<file path="config.mk">
export PLATFORM = sky130hd
export DESIGN_NAME = rfsh_sched
export DESIGN_NICKNAME = d
export VERILOG_FILES = /design/src/rtl/rfsh_pkg.sv /design/src/rtl/rfsh_interval.sv /design/src/rtl/rfsh_window.sv /design/src/rtl/rfsh_wake.sv /design/src/rtl/rfsh_sched.sv
export SDC_FILE = /design/constraint.sdc
export NUM_CORES = 1
export LEC_CHECK = 0
export BUFFER_PORTS_ARGS = -buffer_cell sky130_fd_sc_hd__buf_2
export CORE_MARGIN = 3
export CORE_UTILIZATION = 53
export DETAILED_ROUTE_END_ITERATION = 16
export PLACE_DENSITY = 0.72
export SLEW_MARGIN = 40
export SYNTH_ARGS = -nofsm -noshare
export SYNTH_HDL_FRONTEND = slang
export SYNTH_SLANG_ARGS = --single-unit
export TNS_END_PERCENT = 5
</file>
<file path="constraint.sdc">
create_clock -name clk -period 2.58 [get_ports clk]
set_clock_uncertainty 0.2 [all_clocks]
set_input_delay 0.258 -clock clk [delete_from_list [all_inputs] [get_ports clk]]
set_output_delay 0.258 -clock clk [all_outputs]
set_load 0.02 [all_outputs]
</file>
<file path="src/rtl/rfsh_pkg.sv">
package rfsh_pkg;

  typedef enum logic [1:0] {
    T_COOL = 2'd0,
    T_MILD = 2'd1,
    T_WARM = 2'd2,
    T_HOT  = 2'd3
  } temp_e;

  typedef enum logic [2:0] {
    CV_ALL  = 3'd0,
    CV_HALF = 3'd1,
    CV_QTR  = 3'd2,
    CV_OFF  = 3'd3,
    CV_3QTR = 3'd4
  } cov_e;

endpackage

</file>
<file path="src/rtl/rfsh_interval.sv">
module rfsh_interval #(
  parameter int unsigned CLK_MHZ = 50,
  parameter int unsigned HOT_US  = 8
) (
  input  logic       clk,
  input  logic       rst_n,
  input  logic       run,
  input  logic [1:0] temp,
  output logic       tick
);
  import rfsh_pkg::*;

  localparam int unsigned HOT_CYC = CLK_MHZ * HOT_US;
  localparam int unsigned LIM_MAX = HOT_CYC * 8;
  localparam int unsigned CW      = $clog2(LIM_MAX + 1);

  logic [CW-1:0] cnt_q, cnt_d, lim;

  // Cooler ceilings stretch the interval by powers of two.
  always_comb begin
    case (temp)
      T_COOL:  lim = CW'(HOT_CYC * 8);
      T_MILD:  lim = CW'(HOT_CYC * 4);
      T_WARM:  lim = CW'(HOT_CYC * 2);
      default: lim = CW'(HOT_CYC);
    endcase
  end

  assign tick = run && (cnt_q >= lim - CW'(1));

  always_comb begin
    if (!run)      cnt_d = '0;
    else if (tick) cnt_d = '0;
    else           cnt_d = cnt_q + CW'(1);
  end

  always_ff @(posedge clk or negedge rst_n) begin
    if (!rst_n) cnt_q <= '0;
    else        cnt_q <= cnt_d;
  end

  // A lower ceiling taken mid-count still resets within one cycle.
  p_count_bound_r2: assert property (@(posedge clk) disable iff (!rst_n)
    cnt_q < CW'(LIM_MAX));

  p_idle_clear_r9: assert property (@(posedge clk) disable iff (!rst_n)
    !run |=> cnt_q == '0);

endmodule

</file>
<file path="src/rtl/rfsh_window.sv">
module rfsh_window #(
  parameter int unsigned ROW_W = 8
) (
  input  logic             clk,
  input  logic             rst_n,
  input  logic [2:0]       cov,
  input  logic             top,
  input  logic             advance,
  input  logic             hold,
  output logic [ROW_W-1:0] row,
  output logic             nonempty,
  output logic             cfg_chg
);
  import rfsh_pkg::*;

  localparam int unsigned N  = 2 ** ROW_W;
  localparam int unsigned Q  = N / 4;
  localparam int unsigned SW = ROW_W + 1;

  logic [SW-1:0]    size, lo_w, hi_w;
  logic [ROW_W-1:0] lo, hi;
  logic [ROW_W-1:0] row_q, row_d;
  logic [3:0]       cfg_q;

  always_comb begin
    case (cov)
      CV_HALF: size = SW'(2 * Q);
      CV_QTR:  size = SW'(Q);
      CV_OFF:  size = '0;
      CV_3QTR: size = SW'(3 * Q);
      default: size = SW'(N);
    endcase
    lo_w = top ? (SW'(N) - size) : '0;
    hi_w = lo_w + size - SW'(1);
    lo   = lo_w[ROW_W-1:0];
    hi   = hi_w[ROW_W-1:0];
  end

  assign nonempty = (size != '0);
  assign cfg_chg  = ({cov, top} != cfg_q);
  assign row      = row_q;

  always_comb begin
    if (cfg_chg || hold) row_d = lo;
    else if (advance)    row_d = (row_q == hi) ? lo : row_q + ROW_W'(1);
    else                 row_d = row_q;
  end

  always_ff @(posedge clk or negedge rst_n) begin
    if (!rst_n) begin
      row_q <= '0;
      cfg_q <= '0;
    end else begin
      row_q <= row_d;
      cfg_q <= {cov, top};
    end
  end

  p_row_inside_r5: assert property (@(posedge clk) disable iff (!rst_n)
    (!cfg_chg && nonempty) |-> (row_q >= lo && row_q <= hi));

  p_wrap_start_r5: assert property (@(posedge clk) disable iff (!rst_n)
    (advance && !cfg_chg && !hold && row_q == hi) |=> row_q == $past(lo));

  p_restart_r6: assert property (@(posedge clk) disable iff (!rst_n)
    cfg_chg |=> row_q == $past(lo));

endmodule

</file>
<file path="src/rtl/rfsh_wake.sv">
module rfsh_wake #(
  parameter int unsigned WAKE_CYC = 7500
) (
  input  logic clk,
  input  logic rst_n,
  input  logic dpd,
  output logic ready
);
  localparam int unsigned WW = $clog2(WAKE_CYC + 1);

  logic [WW-1:0] wcnt_q, wcnt_d;

  always_comb begin
    if (dpd)                wcnt_d = WW'(WAKE_CYC);
    else if (wcnt_q != '0)  wcnt_d = wcnt_q - WW'(1);
    else                    wcnt_d = wcnt_q;
  end

  always_ff @(posedge clk or negedge rst_n) begin
    if (!rst_n) wcnt_q <= WW'(WAKE_CYC);
    else        wcnt_q <= wcnt_d;
  end

  assign ready = (wcnt_q == '0);

  p_ready_drop_r9: assert property (@(posedge clk) disable iff (!rst_n)
    dpd |=> !ready);

  p_wake_start_r10: assert property (@(posedge clk) disable iff (!rst_n)
    $fell(dpd) |-> !ready);

  p_ready_sticky_r10: assert property (@(posedge clk) disable iff (!rst_n)
    (ready && !dpd) |=> ready);

endmodule

</file>
<file path="src/rtl/rfsh_sched.sv">
module rfsh_sched #(
  parameter int unsigned ROW_W   = 8,
  parameter int unsigned CLK_MHZ = 50,
  parameter int unsigned HOT_US  = 8,
  parameter int unsigned WAKE_US = 150
) (
  input  logic             clk,
  input  logic             rst_n,
  input  logic [1:0]       temp_sel,
  input  logic [2:0]       cov_sel,
  input  logic             cov_top,
  input  logic             dpd_en,
  input  logic             access_busy,
  output logic             rf_strobe,
  output logic [ROW_W-1:0] rf_row,
  output logic             ready
);
  localparam int unsigned WAKE_CYC = CLK_MHZ * WAKE_US;

  logic [1:0]       rs_q;
  logic             rst_s;
  logic             tick, want, issue, pend_q, pend_d;
  logic             nonempty, cfg_chg;
  logic [ROW_W-1:0] cur_row;
  logic             strobe_q;
  logic [ROW_W-1:0] row_q;

  // Reset asserts at once and releases on the clock.
  always_ff @(posedge clk or negedge rst_n) begin
    if (!rst_n) rs_q <= '0;
    else        rs_q <= {rs_q[0], 1'b1};
  end
  assign rst_s = rs_q[1];

  rfsh_interval #(.CLK_MHZ(CLK_MHZ), .HOT_US(HOT_US)) u_intv (
    .clk(clk), .rst_n(rst_s), .run(!dpd_en), .temp(temp_sel), .tick(tick)
  );

  rfsh_window #(.ROW_W(ROW_W)) u_win (
    .clk(clk), .rst_n(rst_s), .cov(cov_sel), .top(cov_top),
    .advance(issue), .hold(dpd_en), .row(cur_row),
    .nonempty(nonempty), .cfg_chg(cfg_chg)
  );

  rfsh_wake #(.WAKE_CYC(WAKE_CYC)) u_wake (
    .clk(clk), .rst_n(rst_s), .dpd(dpd_en), .ready(ready)
  );

  // One held-back refresh at most; a window change or busy access defers it.
  always_comb begin
    want   = tick || pend_q;
    issue  = want && !access_busy && !cfg_chg && nonempty && !dpd_en;
    pend_d = want && !issue && nonempty && !dpd_en;
  end

  always_ff @(posedge clk or negedge rst_s) begin
    if (!rst_s) begin
      pend_q   <= 1'b0;
      strobe_q <= 1'b0;
      row_q    <= '0;
    end else begin
      pend_q   <= pend_d;
      strobe_q <= issue;
      if (issue) row_q <= cur_row;
    end
  end

  assign rf_strobe = strobe_q;
  assign rf_row    = row_q;

  p_busy_defer_r8: assert property (@(posedge clk) disable iff (!rst_s)
    access_busy |=> !rf_strobe);

  p_pend_cause_r8: assert property (@(posedge clk) disable iff (!rst_s)
    $rose(pend_q) |-> ($past(access_busy) || $past(cfg_chg)));

  p_dpd_quiet_r9: assert property (@(posedge clk) disable iff (!rst_s)
    dpd_en |=> !rf_strobe);

  p_none_quiet_r7: assert property (@(posedge clk) disable iff (!rst_s)
    (cov_sel == 3'd3) |=> !rf_strobe);

  p_row_follow_r11: assert property (@(posedge clk) disable iff (!rst_s)
    issue |=> (rf_strobe && rf_row == $past(cur_row)));

endmodule

</file>
==> impl_metrics.csv <==
group,metric,value,unit
status,outcome,"finished, violations left",
status,violations,"negative setup slack",
synthesis,synth_warnings,0,
pwr,p_leak,1.49,nW
cells_and_area,mostFrequentLayoutCell,"dfrtp_1",
drt,firstDrtPassIters,4,
place,placed_cells,355,
grt,grt_max_degree,26,
place,dpl_cell_area,0.00301,mm²
drt,m1WireLength,2.37,mm
drt,routed.top_layer,"met4",
synthesis,syn-cell-area,0.00265,mm²
synthesis,avgSynthCellArea,10.5,µm²
cts,clkLatencyLatePin,0.30,ns
timing,min_period,2.67,ns
synthesis,async_reset_ff_frac,1.00,
drt,post-route-drc-count,0,
synthesis,synth_edf_count,0,
cts,cts_sinks,49,
cts,cts_buffer_depth,2,
cells_and_area,final_cell_area,0.00327,mm²
cells_and_area,final_net_count,325,
worst_setup_path,crit_fanout,5,
timing,period_share,1.04,
timing,setup_viol,4,
drt,routed_via_density,5.46,
worst_setup_path,path_class,"register to register",
grt,grt_usage,0.187,
timing,report.final.slew_viol_count,0,
synthesis,netlist_instances,252,
job,cap_violations,0,
cts,cts_tree,"yes",
place,port_buffers,19,
worst_setup_path,r2r_start,"u_intv.cnt_q[6]$_DFF_PN0_",
worst_setup_path,rrSetupSlack,-0.09,ns
min_path,hold_class,"register to async pin",
drt,final_antenna_net_count,0,
timing,finalWorstSetupSlack,-0.0928,ns
timing,tns,-0.216,ns
grt,grt_overflow_total,0,
timing,finalHoldViolations,0,
pwr,p_total,1.54,mW
die,dieArea,0.00587,mm²
drt,drt_wl_total,5.19,mm
cts,clk_pin_slew_worst_paths,0.09,ns
grt,grt_pass1_wl,9.02,mm
die,row_count,25,
synthesis,ys_types,53,
cells_and_area,syn_to_final_growth,23.7,%
grt,antenna_found_initial,0,
worst_setup_path,crit_required,2.61,ns
die,coreArea,0.00479,mm²
synthesis,ys.flop_type,"dfrtp_1",
drt,drt_iter0_markers,73,
drt,wl_met2,2.66,mm
place,dp_hpwl,3.78,mm
worst_setup_path,r2r_cells,7,
die,dieWidth,76.6,µm
grt,first_global_vias,2032,
worst_setup_path,start_kind,"register",
pwr,power_density,470,mW/mm²
cts,htree_num_levels,2,
die,fp.dieH,76.6,µm
worst_setup_path,timing.rr.end,"u_win.row[3]$_DFFE_PN0P_",
pwr,ir_drop,0.355,mV
timing,rsz0062_at_grt,"true",
die,initial_core_util,0.553,
cts,post_cts_buffers,0,
drt,wl_met3,148,µm
worst_setup_path,arrival,2.71,ns
cells_and_area,num_antenna_cells,0,
cts,cts_root_buffer,"clkbuf_8",
timing,tightest_slew,0.505,ns
timing,slew_headroom,0.664,
place,place_congestion,0.796,
synthesis,synth_seq_area_share,0.467,
drt,detail_route.wl_per_cell,14.1,µm
cts,cts_buffers,5,
timing,max_freq,374,MHz
worst_setup_path,worstSetupEndpointType,"register",
drt,dr_total_vias,2008,
die,io_pins,20,
cells_and_area,stdcell_count,368,
cells_and_area,drive_above_1_share,0.306,
cells_and_area,mostFrequentLayoutCells,"41 x dfrtp_1, 29 x nor2_1, 24 x buf_4",
synthesis,ys_seq_elements,49,
synthesis,syn_nets,277,
## area by class of cell
| type | count | area [µm²] |
|---|---|---|
| Sequential cell | 49 | 1240 |
| Clock inverter | 1 | 30.0 |
| Timing Repair Buffer | 49 | 345 |
| Inverter | 14 | 52.6 |
| Clock buffer | 7 | 86.3 |
| Fill cell | 402 | 1520 |
| Tap cell | 67 | 83.8 |
| Multi-Input combinational cell | 181 | 1440 |
## metrics by stage
| stage | worst slack (ns) | utilization | hold WS (ns) |
|---|---|---|---|
| after floorplan | -0.0838 | - | -0.238 |
| final | -0.0928 | 0.683 | 0.0399 |
| after detailed placement | -0.325 | 0.630 | -0.155 |
| after global routing | -0.155 | 0.683 | 0.0786 |
| after CTS | -0.0901 | 0.667 | 0.0596 |
| after global placement | -0.259 | 0.630 | -0.156 |
## layer usage
layer  up-vias  track usage
li1        981            -
met1       998        0.232
met2        27        0.332
met3         2       0.0426
met4         0       0.0380
met5         -            0
## flip-flops by register name, indices dropped and copies added, names as in the netlist
name / cells
u_win.row: 8
rf_row: 8
rs_q: 2
rf_strobe: 1
u_intv.cnt_q: 12
pend_q: 1
u_wake.wcnt_q: 13
u_win.cfg_q: 4
## synth_stat cells (2+ instances only)
master / n / area, µm²
dfrtp_1: 42 / 1050
nor2_1: 29 / 109
ha_1: 15 / 188
xnor2_1: 15 / 131
inv_1: 14 / 52.6
a21oi_1: 12 / 60.1
and3_1: 9 / 56.3
mux2_2: 9 / 101
o21ai_0: 8 / 40.0
xor2_1: 8 / 70.1
dfstp_2: 7 / 184
nand3_1: 7 / 35.0
nand2_1: 6 / 22.5
nand2b_1: 6 / 37.5
clkbuf_1: 4 / 15.0
nand4_1: 4 / 25.0
or2_2: 4 / 25.0
a211oi_1: 3 / 22.5
nand3b_1: 3 / 22.5
nor3_1: 3 / 15.0
nor4_1: 3 / 18.8
o21bai_1: 3 / 22.5
or3_1: 3 / 18.8
or4_1: 3 / 22.5
a211o_1: 2 / 17.5
buf_2: 2 / 10.0
mux2i_1: 2 / 20.0
## report_power, final
group / total (mW) / switching (mW) / internal [mW]
logic: 0.160 / 0.0841 / 0.0757
registers: 0.813 / 0.0227 / 0.791
clock network: 0.564 / 0.248 / 0.316
total: 1.54 / 0.355 / 1.18
## timing repair
item	4_1_cts	5_1_grt
setup endpoints to repair	9	16
pin swaps	2	3
gates resized for setup	3	15
hold endpoints to repair	6	0
hold buffers	5	0
## worst max path at each step
stage / cells after the start / slack [ns] / to / start
2_1_floorplan: 9 / -0.08 / u_win.row[3]$_DFFE_PN0P_ / temp_sel[1]
3_3_place_gp: 11 / -0.26 / u_win.row[3]$_DFFE_PN0P_ / temp_sel[1]
3_5_place_dp: 10 / -0.33 / u_win.row[3]$_DFFE_PN0P_ / temp_sel[1]
4_1_cts: 7 / -0.09 / u_win.row[3]$_DFFE_PN0P_ / u_intv.cnt_q[5]$_DFF_PN0_
5_1_grt: 7 / -0.15 / u_win.row[3]$_DFFE_PN0P_ / u_intv.cnt_q[5]$_DFF_PN0_
6_report: 7 / -0.09 / u_win.row[3]$_DFFE_PN0P_ / u_intv.cnt_q[6]$_DFF_PN0_
## worst max-delay path, cell delays in order (launching register included)
cell	delay (ns)
dfrtp_1	0.43
ha_4	0.29
and4_1	0.18
a221oi_2	0.07
or4b_4	0.56
a21o_4	0.24
or4b_4	0.51
a21oi_2	0.12
## cell families (layout without fill, tap and decap cells)
| group | after synthesis | count (layout) | synth area share |
|---|---|---|---|
| flops | 49 | 49 | 0.467 |
| mux | 11 | 11 | 0.0459 |
| simple gates | 88 | 88 | 0.185 |
| compound gates | 43 | 43 | 0.117 |
| fa+ha+maj | 15 | 15 | 0.0710 |
| other cells | 1 | 1 | 0.00142 |
| buf+inv | 22 | 71 | 0.0364 |
| xor+xnor | 23 | 23 | 0.0762 |
Power figures use the tool's default switching activity.
